File: config.mk
export PLATFORM = sky130hd
export DESIGN_NAME = atr_link_ctl
export DESIGN_NICKNAME = d
export VERILOG_FILES = /design/src/rtl/atr_pkg.sv /design/src/rtl/proto_latch.sv /design/src/rtl/etu_frame_gen.sv /design/src/rtl/atr_link_ctl.sv
export SDC_FILE = /design/constraint.sdc
export NUM_CORES = 1
export LEC_CHECK = 0
export ABC_AREA = 1
export CAP_MARGIN = 20
export CORE_MARGIN = 2
export CORE_UTILIZATION = 45
export DETAILED_ROUTE_END_ITERATION = 16
export PLACE_DENSITY = 0.75
export SYNTH_ARGS = -nofsm -noshare
export SYNTH_HDL_FRONTEND = slang
export SYNTH_HIERARCHICAL = 1
export SYNTH_SLANG_ARGS = --single-unit
export TNS_END_PERCENT = 50
File: constraint.sdc
create_clock -name clk -period 1.9 [get_ports clk]
set_input_delay 0.38 -clock clk [delete_from_list [all_inputs] [get_ports clk]]
set_output_delay 0.38 -clock clk [all_outputs]
set_load 0.02 [all_outputs]
File: src/rtl/atr_pkg.sv
package atr_pkg;

    typedef enum logic [2:0] {
        LS_SELECT,
        LS_SYNC_WAIT,
        LS_SYNC_READY,
        LS_ASYNC_IDLE,
        LS_LEAD_IN,
        LS_SENDING,
        LS_FINISHED
    } link_state_e;

    localparam int DATA_BITS = 8;

    function automatic logic even_fill(input logic [DATA_BITS-1:0] b);
        return ^b;
    endfunction

endpackage

File: src/rtl/proto_latch.sv
module proto_latch (
    input  logic clk,
    input  logic por_n,
    input  logic card_rst,
    output logic mode_valid,
    output logic mode_async
);
    always_ff @(posedge clk or negedge por_n) begin
        if (!por_n) begin
            mode_valid <= 1'b0;
            mode_async <= 1'b0;
        end else if (!mode_valid) begin
            mode_valid <= 1'b1;
            mode_async <= ~card_rst;
        end
    end

    // choice is frozen for the rest of the power cycle
    a_r3_mode_locked: assert property (@(posedge clk) disable iff (!por_n)
        mode_valid |=> (mode_valid && $stable(mode_async)));
endmodule

File: src/rtl/etu_frame_gen.sv
module etu_frame_gen #(
    parameter int ETU_CYCLES  = 372,
    parameter int GUARD_ETUS  = 2
) (
    input  logic       clk,
    input  logic       por_n,
    input  logic       run,
    input  logic [7:0] byte_in,
    output logic       line_bit,
    output logic       char_end
);
    import atr_pkg::*;

    localparam int FRAME_ETUS = 1 + DATA_BITS + 1 + GUARD_ETUS;
    localparam int CNT_W = $clog2(ETU_CYCLES);
    localparam int IDX_W = $clog2(FRAME_ETUS);
    localparam logic [CNT_W-1:0] CNT_LAST = CNT_W'(ETU_CYCLES - 1);
    localparam logic [IDX_W-1:0] IDX_LAST = IDX_W'(FRAME_ETUS - 1);
    localparam logic [IDX_W-1:0] IDX_PAR  = IDX_W'(DATA_BITS + 1);

    logic [CNT_W-1:0] etu_cnt;
    logic [IDX_W-1:0] bit_idx;

    always_ff @(posedge clk or negedge por_n) begin
        if (!por_n) begin
            etu_cnt <= '0;
            bit_idx <= '0;
        end else if (!run) begin
            etu_cnt <= '0;
            bit_idx <= '0;
        end else if (etu_cnt == CNT_LAST) begin
            etu_cnt <= '0;
            bit_idx <= (bit_idx == IDX_LAST) ? '0 : bit_idx + 1'b1;
        end else begin
            etu_cnt <= etu_cnt + 1'b1;
        end
    end

    always_comb begin
        if (bit_idx == '0)
            line_bit = 1'b0;
        else if (bit_idx < IDX_PAR)
            line_bit = byte_in[3'(bit_idx - 1'b1)];
        else if (bit_idx == IDX_PAR)
            line_bit = even_fill(byte_in);
        else
            line_bit = 1'b1;
    end

    assign char_end = run && (etu_cnt == CNT_LAST) && (bit_idx == IDX_LAST);

    // a bit value holds for the whole ETU
    a_r7_bit_hold: assert property (@(posedge clk) disable iff (!por_n)
        (run && etu_cnt != '0) |-> $stable(line_bit));
endmodule

File: src/rtl/atr_link_ctl.sv
module atr_link_ctl #(
    parameter int ATR_BYTES   = 8,
    parameter int ETU_CYCLES  = 372,
    parameter int LEAD_CYCLES = 400,
    parameter int SYNC_PULSES = 5,
    parameter int GUARD_ETUS  = 2
) (
    input  logic                   clk,
    input  logic                   por_n,
    input  logic                   card_rst,
    input  logic [8*ATR_BYTES-1:0] atr_data,
    output logic                   io_drive_low,
    output logic                   mode_valid,
    output logic                   mode_async,
    output logic                   sync_ready,
    output logic                   atr_busy,
    output logic                   atr_done
);
    import atr_pkg::*;

    localparam int LEAD_W = $clog2(LEAD_CYCLES + 1);
    localparam int SYNC_W = $clog2(SYNC_PULSES + 1);
    localparam int BYTE_W = (ATR_BYTES > 1) ? $clog2(ATR_BYTES) : 1;
    localparam logic [LEAD_W-1:0] LEAD_LAST = LEAD_W'(LEAD_CYCLES - 1);
    localparam logic [SYNC_W-1:0] SYNC_LAST = SYNC_W'(SYNC_PULSES - 1);
    localparam logic [BYTE_W-1:0] BYTE_LAST = BYTE_W'(ATR_BYTES - 1);

    link_state_e      state;
    logic [LEAD_W-1:0] lead_cnt;
    logic [SYNC_W-1:0] sync_cnt;
    logic [BYTE_W-1:0] byte_idx;
    logic [7:0]        cur_byte;
    logic              line_bit;
    logic              char_end;
    logic              sending;

    proto_latch u_mode (
        .clk        (clk),
        .por_n      (por_n),
        .card_rst   (card_rst),
        .mode_valid (mode_valid),
        .mode_async (mode_async)
    );

    assign cur_byte = atr_data[8*int'(byte_idx) +: 8];

    etu_frame_gen #(
        .ETU_CYCLES (ETU_CYCLES),
        .GUARD_ETUS (GUARD_ETUS)
    ) u_frame (
        .clk      (clk),
        .por_n    (por_n),
        .run      (sending),
        .byte_in  (cur_byte),
        .line_bit (line_bit),
        .char_end (char_end)
    );

    // State register and counters
    always_ff @(posedge clk or negedge por_n) begin
        if (!por_n) begin
            state    <= LS_SELECT;
            lead_cnt <= '0;
            sync_cnt <= '0;
            byte_idx <= '0;
        end else begin
            unique case (state)
                LS_SELECT: begin
                    sync_cnt <= '0;
                    state    <= card_rst ? LS_SYNC_WAIT : LS_ASYNC_IDLE;
                end
                LS_SYNC_WAIT: begin
                    sync_cnt <= sync_cnt + 1'b1;
                    if (sync_cnt == SYNC_LAST) state <= LS_SYNC_READY;
                end
                LS_SYNC_READY: state <= LS_SYNC_READY;
                LS_ASYNC_IDLE: begin
                    lead_cnt <= '0;
                    byte_idx <= '0;
                    if (card_rst) state <= LS_LEAD_IN;
                end
                LS_LEAD_IN: begin
                    if (!card_rst)
                        state <= LS_ASYNC_IDLE;
                    else if (lead_cnt == LEAD_LAST)
                        state <= LS_SENDING;
                    else
                        lead_cnt <= lead_cnt + 1'b1;
                end
                LS_SENDING: begin
                    if (!card_rst)
                        state <= LS_ASYNC_IDLE;
                    else if (char_end) begin
                        if (byte_idx == BYTE_LAST) state <= LS_FINISHED;
                        else byte_idx <= byte_idx + 1'b1;
                    end
                end
                LS_FINISHED: if (!card_rst) state <= LS_ASYNC_IDLE;
                default: state <= LS_SELECT;
            endcase
        end
    end

    // Outputs
    always_comb begin
        sending      = (state == LS_SENDING);
        atr_busy     = sending;
        atr_done     = (state == LS_FINISHED);
        sync_ready   = (state == LS_SYNC_READY);
        io_drive_low = sending && !line_bit;
    end

    // synchronous mode never touches the line
    a_r4_sync_silent: assert property (@(posedge clk) disable iff (!por_n)
        (mode_valid && !mode_async) |-> (!io_drive_low && !atr_busy && !atr_done));

    // every transmission opens with a start bit
    a_r8_start_first: assert property (@(posedge clk) disable iff (!por_n)
        $rose(atr_busy) |-> io_drive_low);

    // line released once the answer is complete
    a_r10_done_released: assert property (@(posedge clk) disable iff (!por_n)
        atr_done |-> (!io_drive_low && !atr_busy));

    // reset low aborts at once
    a_r11_abort_release: assert property (@(posedge clk) disable iff (!por_n)
        (mode_valid && mode_async && !card_rst) |=> (!io_drive_low && !atr_busy && !atr_done));

    // ready only in synchronous mode
    a_r5_ready_sync_only: assert property (@(posedge clk) disable iff (!por_n)
        sync_ready |-> (mode_valid && !mode_async));
endmodule

; ---- After elaboration in Yosys (flattened, before gate mapping)
; Index checks and enable logic that the tools add are counted.
[classes]
bitwise_logic = 1
n_mux = 28
reduce_logical = 13
order_cmp = 2
addsub = 6
n_shift = 1
n_eq_ne = 24
[ops]
columns = op, n
row1 = 64-bit by 7-bit variable part select with 8-bit output, 1
row2 = 9-bit 2-to-1 mux, 4
row3 = 3-bit 2-to-1 mux, 11
row4 = 3-bit case mux with 7 select lines, 1
row5 = "9-bit by 1-bit adder with 9-bit output, second input constant", 2
row6 = "9-bit == test, second input constant", 2
row7 = "2-bit inequality test, second input constant", 9
row8 = 9-bit case mux with 2 select lines, 1
row9 = "3-bit == test, second input constant", 5
row10 = 4-bit 2-to-1 mux, 3
row11 = 3-bit case mux with 2 select lines, 2
row12 = "3-bit inequality test, second input constant", 3
row13 = "4-bit == test, second input constant", 2
row14 = 8-bit XOR reduction, 1
row15 = "3-bit by 1-bit adder with 3-bit output, second input constant", 2
row16 = "3-bit by 2-bit == test with 1-bit output, second input constant", 2
row17 = 6-bit AND reduction, 1
row18 = 2-bit nonzero test, 3
row19 = "4-bit by 1-bit adder with 4-bit output, second input constant", 1
row20 = 4-bit zero test, 1
row21 = "3-bit by 4-bit < comparator with 1-bit output, second input constant", 1
row22 = "4-bit < comparator, second input constant", 1
row23 = 1-bit 2-to-1 mux, 4
row24 = 4-bit AND reduction, 1
row25 = 9 further kinds, 11
[word_totals]
output_inout_bits = 6
register_bits = 33
input_bits = 67

; ---- Longest topological paths before layout
; Gate-level depths: netlist of run 1.
[depth]
depth_word = 7
depth_mapped = 18

; ---- Modules after synthesis
; The synthesis of run 1 kept the hierarchy.
[modules_own_cells]
columns = module, area_each_um2, cells_each, n_inst
row1 = atr_link_ctl, 1737.9, 283, 1
row2 = etu_frame_gen, 959.7, 143, 1
row3 = proto_latch, 62.6, 5, 1

; ---- Least setup slack after synthesis of run 1
; No wires, ideal clock.
[synth_path]
path_type = flip-flop to output port
from = reg byte_idx[0]
to = out io_drive_low
stages_incl_launch_ff = 18
path_slack_ns = -0.357
t_arrival_ns = 1.877
n_path_buf = 2
path_cell_list = dfrtp_1 -> buf_2 -> inv_1 -> buf_2 -> nor2_1 -> o21ai_0 -> nand2_1 -> nand2_1 -> inv_1 -> nand2_1 -> nand2_1 -> nand2_1 -> nand2_1 -> nand2_1 -> nand3_1 -> nand2_1 -> nand2_1 -> nor2_1
[synth_via]
elab_chain_cells = 7
word_cells_on_any_way = 9
cone_classes = 1 x shift / 5 x mux / 3 x reduce/logical
[synth_lines]
columns = element, line
row1 = start: declaration, atr_link_ctl.sv:31  ; logic [BYTE_W-1:0] byte_idx;
row2 = start signal: assignment, atr_link_ctl.sv:95  ; else byte_idx <= byte_idx + 1'b1;
row3 = 64-bit by 7-bit variable part select with 8-bit output (*), atr_link_ctl.sv:45  ; assign cur_byte = atr_data[8*int'(byte_idx) +: 8];
row4 = net cur_byte[3], atr_link_ctl.sv:32  ; logic [7:0] cur_byte;
row5 = 1-bit binary-select mux with 3-bit select or 8-bit XOR reduction (tied branches), "etu_frame_gen.sv:43, atr_pkg.sv:16"
row6 = 1-bit 2-to-1 mux (on tied branches), "etu_frame_gen.sv:43, etu_frame_gen.sv:44"
row7 = 1-bit 2-to-1 mux (*), etu_frame_gen.sv:42  ; else if (bit_idx < IDX_PAR)
row8 = 1-bit 2-to-1 mux (*), etu_frame_gen.sv:40  ; if (bit_idx == '0)
row9 = net line_bit, atr_link_ctl.sv:33  ; logic line_bit;
row10 = 1-bit zero test (*), atr_link_ctl.sv:110  ; io_drive_low = sending && !line_bit;
row11 = 1-bit logical AND (*), atr_link_ctl.sv:110
row12 = end: declaration, atr_link_ctl.sv:12  ; output logic io_drive_low,
; Mark *: on every way through the listed nets, which the timed path passes. The rest lies on a longest branch. The select of a mux whose other input is x is not followed.

; ---- Worst setup path in the final report of run 1
; Same ends and word-level chain as after synthesis.

==> flow_summary.toml, run 1 <==
[outcome]
status = "complete, but fails checks"
violations = "negative setup slack"

[critical_path]
crit_family = "simple AND/OR/NAND/NOR gates"
rrSetupSlack_ns = 0.10
cp-start-kind = "flop"
cp.required_ns = 1.52
worstSetupPathType = "flop to output port"
crit_path_max_fanout = 6
end_kind = "output port"
reg2reg_to = "byte_idx[0]"
crit_chain = "buf_12 > buf_16 > nor2_1 > nor2_1 > o21ai_1 > o21ai_1 > nand2_1 > nand2_2 > inv_2 > nand2_1 > nand2_1 > nand2_2 > nand2_1 > nand2_1 > nand3_1 > nand2_1 > nand2_2 > nor2_4 > buf_6"
worst_path_max_delay_cell = "dfrtp_2"
cpPeakStageDelay_ns = 0.46
r2r_start = "byte_idx[0]"
crit_buf_inv = 4
worstRegToRegCells = 11
crit_path_frequent_cell = "nand2_1"
arrival_ns = 2.25

[timing]
fin_crit_sh_pct = 139
rsz0062_at_grt = "yes"
fmax_mhz = 380
finalMaxSlewViolations = 0
fin_ws_ns = -0.733
finClkSkew_ns = 0.00573
period_needed_ns = 2.63
setup_violations = 1
finalHoldViolCount = 0
fin_setup_tns_ns = -0.733

[drt]
ant_nets = 0
drc_errors = 0
wirelength_um = 7690
num_vias = 3120
wl_per_cell_um = 12.7
drt-pass1-iter-count = 4
drtIter0Drc = 124
post_drt_via_cell_ratio = 5.17

[final_layout]
design_area_mm2 = 0.00404
layout-drive-gt1-share_pct = 18.2
n_fill_cell = 522
stdcell_count = 603
fin_util_pct = 68.2
final_nets = 603
final_cell_mix = "nand2_1, clkdlybuf4s50_1, nor2_1"
syn2layout_area_growth_pct = 46.3
n_antenna_cell = 0
layout_commonest_cell = "nand2_1"

[grt]
antenna_found_initial = 0
grt_overflow = 0
grt.total_usage_pct = 23.4
grt_max_degree = 34
first_global_vias = 2815
grt_pass1_wl_um = 12400

[power_and_ir_drop]
power.leakage_nw = 1.89
vdd_drop_max_uv = 596
powerDensity_mw_per_mm2 = 612
total_power_mw = 2.47

[hold_path]
hp-start = "u_mode/mode_valid"
hp-class = "flop to flop"
hold_path_end = "u_mode/mode_async"
holdPathStages = 1

[die]
ioPinCount = 73
die_height_um = 82.3
die_area_mm2 = 0.00678
core_area_mm2 = 0.00592
die_width_um = 82.3
num_rows = 28
start_util_pct = 46.6

[synthesis]
syn_avg_cell_area_um2 = 6.40
yosysUniqueCellTypes = 38
synth-seq-area-share_pct = 29.9
netlist_instances = 431
yosysWarnings = 6
postSynthNetCount = 507
netlist_area_mm2 = 0.00276
ys_ff_latch = 33

[job]
drv_cap = 0

[clocking]
cts_buffer_depth = 2
clkTransAtPathRegs_ns = 0.07
clk_root_buffer_cell = "clkbuf_8"
cts_tree = "yes"
numCtsBuffers = 5
clock_latency_ns = 0.28
clock_sink_count = 33
htree_levels = 2

[placed_design]
placed_area_mm2 = 0.00374
gp_congestion = 0.807
port_buffers = 72
place_inst = 589
hpwl_um = 5720
## repair_timing
action / in CTS / in global routing
hold buffers: 0 / 0
endpoints found under the setup margin: 4 / 7
buffers inserted: 2 / 2
cloned: 2 / 0
pin swaps: 3 / 6
resized for setup: 24 / 17
## state kept, by name, summed over array words and instances, names as in the netlist
signal,flops
lead_cnt,9
u_frame/etu_cnt,9
u_frame/bit_idx,4
byte_idx,3
state,3
sync_cnt,3
u_mode/mode_async,1
u_mode/mode_valid,1
## cell usage after synthesis (all sizes together)
cell type	instances	area (um^2)
a31o	1	8.76
buf	11	78.8
conb	1	3.75
o22ai	1	12.5
nand2	121	477
dfrtp	33	826
xor2	4	35.0
o21bai	1	7.51
ha	9	113
xnor2	4	35.0
a21oi	7	35.0
inv	37	139
nand3	28	145
a21boi	1	7.51
o21ai	67	335
nand4	7	50.1
nor2	78	344
nor3	10	55.1
nand3b	1	7.51
o211ai	2	15.0
and3	1	6.26
clkinv	1	3.75
clkbuf	5	20.0
## kinds of logic (layout without fill, tap and decap cells)
logic type      Yosys count  after routing  share of synthesized area [%]
simple gates            246            246                           39.3
compound gates           80             80                           15.3
buf+inv                  54            151                           8.75
flops                    33             33                           29.9
fa+ha+maj                 9              9                           4.08
xor+xnor                  8              8                           2.54
other cells               1              1                          0.136
## worst max path at each step
stage / startpoint / end / depth (start not counted) / slack (ns)
2_1_floorplan: byte_idx[0] / io_drive_low / 17 / -0.1
3_3_place_gp: atr_data[36] / io_drive_low / 18 / -1.02
3_5_place_dp: atr_data[39] / io_drive_low / 18 / -1.04
4_1_cts: byte_idx[0] / io_drive_low / 18 / -0.71
5_1_grt: byte_idx[0] / io_drive_low / 19 / -0.91
6_report: byte_idx[0] / io_drive_low / 19 / -0.73
## metal layers
layer / part of all wire [%] / vias up / GRT usage, %
met1: 43 / 1411 / 29.2
met5: 0 / - / 0
met3: 4.7 / 15 / 2.83
met2: 51 / 100 / 42.3
li1: - / 1594 / -
met4: 2.1 / 0 / 6.33
## worst register-to-register path, stage by stage, from the launching register on
cell and delay, ns:
dfrtp_2 0.46, buf_12 0.16, buf_16 0.14, buf_6 0.12
ha_1 0.19, ha_2 0.18, nor2_1 0.08, nand3_1 0.10
nand2_2 0.11, inv_2 0.04, nand2_1 0.06, o21ai_2 0.05
## through the flow
| stage | hold WS, ns | setup slack, ns |
|---|---|---|
| 3_3_place_gp | 0.448 | -1.02 |
| 2_1_floorplan | 0.0844 | -0.0969 |
| 5_1_grt | 0.508 | -0.914 |
| 3_5_place_dp | 0.459 | -1.04 |
| 4_1_cts | 0.468 | -0.706 |
| 6_report | 0.465 | -0.733 |
## power breakdown
group	leakage, nW	internal, mW	switching (mW)	total, mW
sequential	0.448	0.771	0.0534	0.825
clock	0.0585	0.428	0.253	0.681
combinational	1.38	0.439	0.528	0.967
## cell type report
class                   count  area, um^2  area share, %
repair buffers            105        1080           26.7
flip-flops and latches     33         827           20.5
well taps                  75        93.8           2.32
inverters                  38         155           3.84
clock inverters             1        30.0          0.744
clock buffers               7        86.3           2.14
multi-input cells         344        1770           43.8
Note: power is estimated with default switching activity, not from simulation.
==> run 2, diff against run 1 <==
CELL_PAD_IN_SITES_DETAIL_PLACEMENT = 0   (was default)
CELL_PAD_IN_SITES_GLOBAL_PLACEMENT = 1   (was default)
CORE_UTILIZATION = 31   (was 45)
==> flow_summary.toml, run 2 (same netlist as run 1, synthesis figures left out) <==
[power_and_ir_drop]
combPwrFrac_pct = 40.7
vdd_drop_max_uv = 843
switching_share_pct = 36.1
powerDensity_mw_per_mm2 = 583
p_sw_mw = 0.863
total_power_mw = 2.39
power.leakage_nw = 1.94
seq_power_share_pct = 34.2
clockPowerShare_pct = 25.0
power.internal_mw = 1.53

[placed_design]
hpwl_um = 6070
dpl_worst_slack_ns = -1.09
port_buffers = 72
gp_congestion = 0.745
placed_area_mm2 = 0.00382

[drt]
wl_per_cell_um = 12.7
wirelength_um = 8170
drc_errors = 0
post_drt_via_cell_ratio = 4.77
ant_nets = 0
drt-pass1-iter-count = 4
num_vias = 3064
drtIter0Drc = 104

[grt]
grt.total_usage_pct = 17.2
first_global_vias = 2960
grt_max_degree = 34
grt_overflow = 0
antenna_found_initial = 0
grt_pass1_wl_um = 13800

[hold_path]
hp-class = "flop to flop"
holdPathStages = 1

[die]
start_util_pct = 31.8
core_area_mm2 = 0.00868
die_width_um = 98.4
die_area_mm2 = 0.00967
die_height_um = 98.4
ioPinCount = 73
num_rows = 34

[clocking]
clkTransAtPathRegs_ns = 0.07
clock_sink_count = 33
clock_latency_ns = 0.28
htree_levels = 2
holdBufCountCts = 0
numCtsBuffers = 5
cts_tree = "yes"
cts_buffer_depth = 2
clk_root_buffer_cell = "clkbuf_8"

[final_layout]
fin_util_pct = 47.2
largestRegisters = "lead_cnt x9, u_frame/etu_cnt x9, u_frame/bit_idx x4"
design_area_mm2 = 0.00410
layout_commonest_cell = "nand2_1"
layout-drive-gt1-share_pct = 18.9
syn2layout_area_growth_pct = 48.4
final_nets = 610
final_cell_mix = "nand2_1, clkdlybuf4s50_1, nor2_1"
n_antenna_cell = 0

[outcome]
violations = "negative setup slack"
status = "complete, but fails checks"

[timing]
finalMaxSlewViolations = 0
rsz0062_at_grt = "yes"
fin_crit_sh_pct = 140
period_needed_ns = 2.66
fin_ws_ns = -0.759
fmax_mhz = 376
setup_violations = 1
finalHoldViolCount = 0
finClkSkew_ns = 0.00559
fin_setup_tns_ns = -0.759

[critical_path]
cp-start-kind = "flop"
cp.required_ns = 1.52
worstSetupPathType = "flop to output port"
worstRegToRegCells = 10
crit_path_max_fanout = 15
end_kind = "output port"
arrival_ns = 2.28

[job]
drv_cap = 0
-- run 2: timing repair --
item	CTS	global route
pin swaps	8	7
buffers inserted	2	3
resized for setup	17	25
setup endpoints to repair	6	7
gates cloned	3	0
-- run 2: layout make-up --
type / instances / area (um^2)
Fill cell: 945 / 4580
Multi-Input combinational cell: 344 / 1770
Timing Repair Buffer: 112 / 1110
Sequential cell: 33 / 827
Inverter: 38 / 148
Tap cell: 108 / 135
Clock buffer: 7 / 96.3
Clock inverter: 1 / 5.00
-- run 2: per-stage QoR --
stage,hold slack (ns),cells
after floorplan,0.0844,431
after global placement,0.450,628
after detailed placement,0.453,628
after CTS,0.467,641
after global routing,0.484,643
final,0.458,643
-- run 2: power groups by stage --
stage	clock (mW)	combinational, mW	sequential (mW)
after floorplan	0	0.636	0.825
after global placement	0	0.951	0.825
after detailed placement	0	0.972	0.829
after CTS	0.625	0.963	0.816
after global routing	0.654	1.10	0.829
final	0.598	0.973	0.818
-- run 2: layer usage --
metal | share of wire, % | track usage (%) | wire length [um] | up-vias
met4 | 1.0 | 3.37 | 84 | 0
met2 | 51 | 31.1 | 4140 | 56
li1 | - | - | - | 1598
met1 | 45 | 22.0 | 3700 | 1404
met3 | 2.9 | 2.22 | 236 | 6
met5 | 0 | 0 | 0 | -
-- run 2: worst paths after layout --
kind	start	to	slack [ns]
worst max-delay path	byte_idx[0]	io_drive_low	-0.76
max in group asynchronous	por_n	byte_idx[0]	1.07
min in group asynchronous	por_n	u_frame/etu_cnt[6]	0.50
worst min register to register	u_mode/mode_valid	u_mode/mode_async	0.46
worst min-delay path	u_mode/mode_valid	u_mode/mode_async	0.46
worst max register to register	byte_idx[0]	byte_idx[0]	0.11
-- run 2: critical path: stages (launching register included) --
cell and delay, ns:
dfrtp_2 0.44, clkinv_4 0.12, buf_12 0.15, buf_16 0.14, o21ai_2 0.13, o21ai_1 0.08, nand2_1 0.08, nand2_2 0.09
buf_4 0.14, o21ai_1 0.13, o211ai_1 0.09, nand3b_1 0.11, nand2_2 0.07, nor2_4 0.09, buf_6 0.12
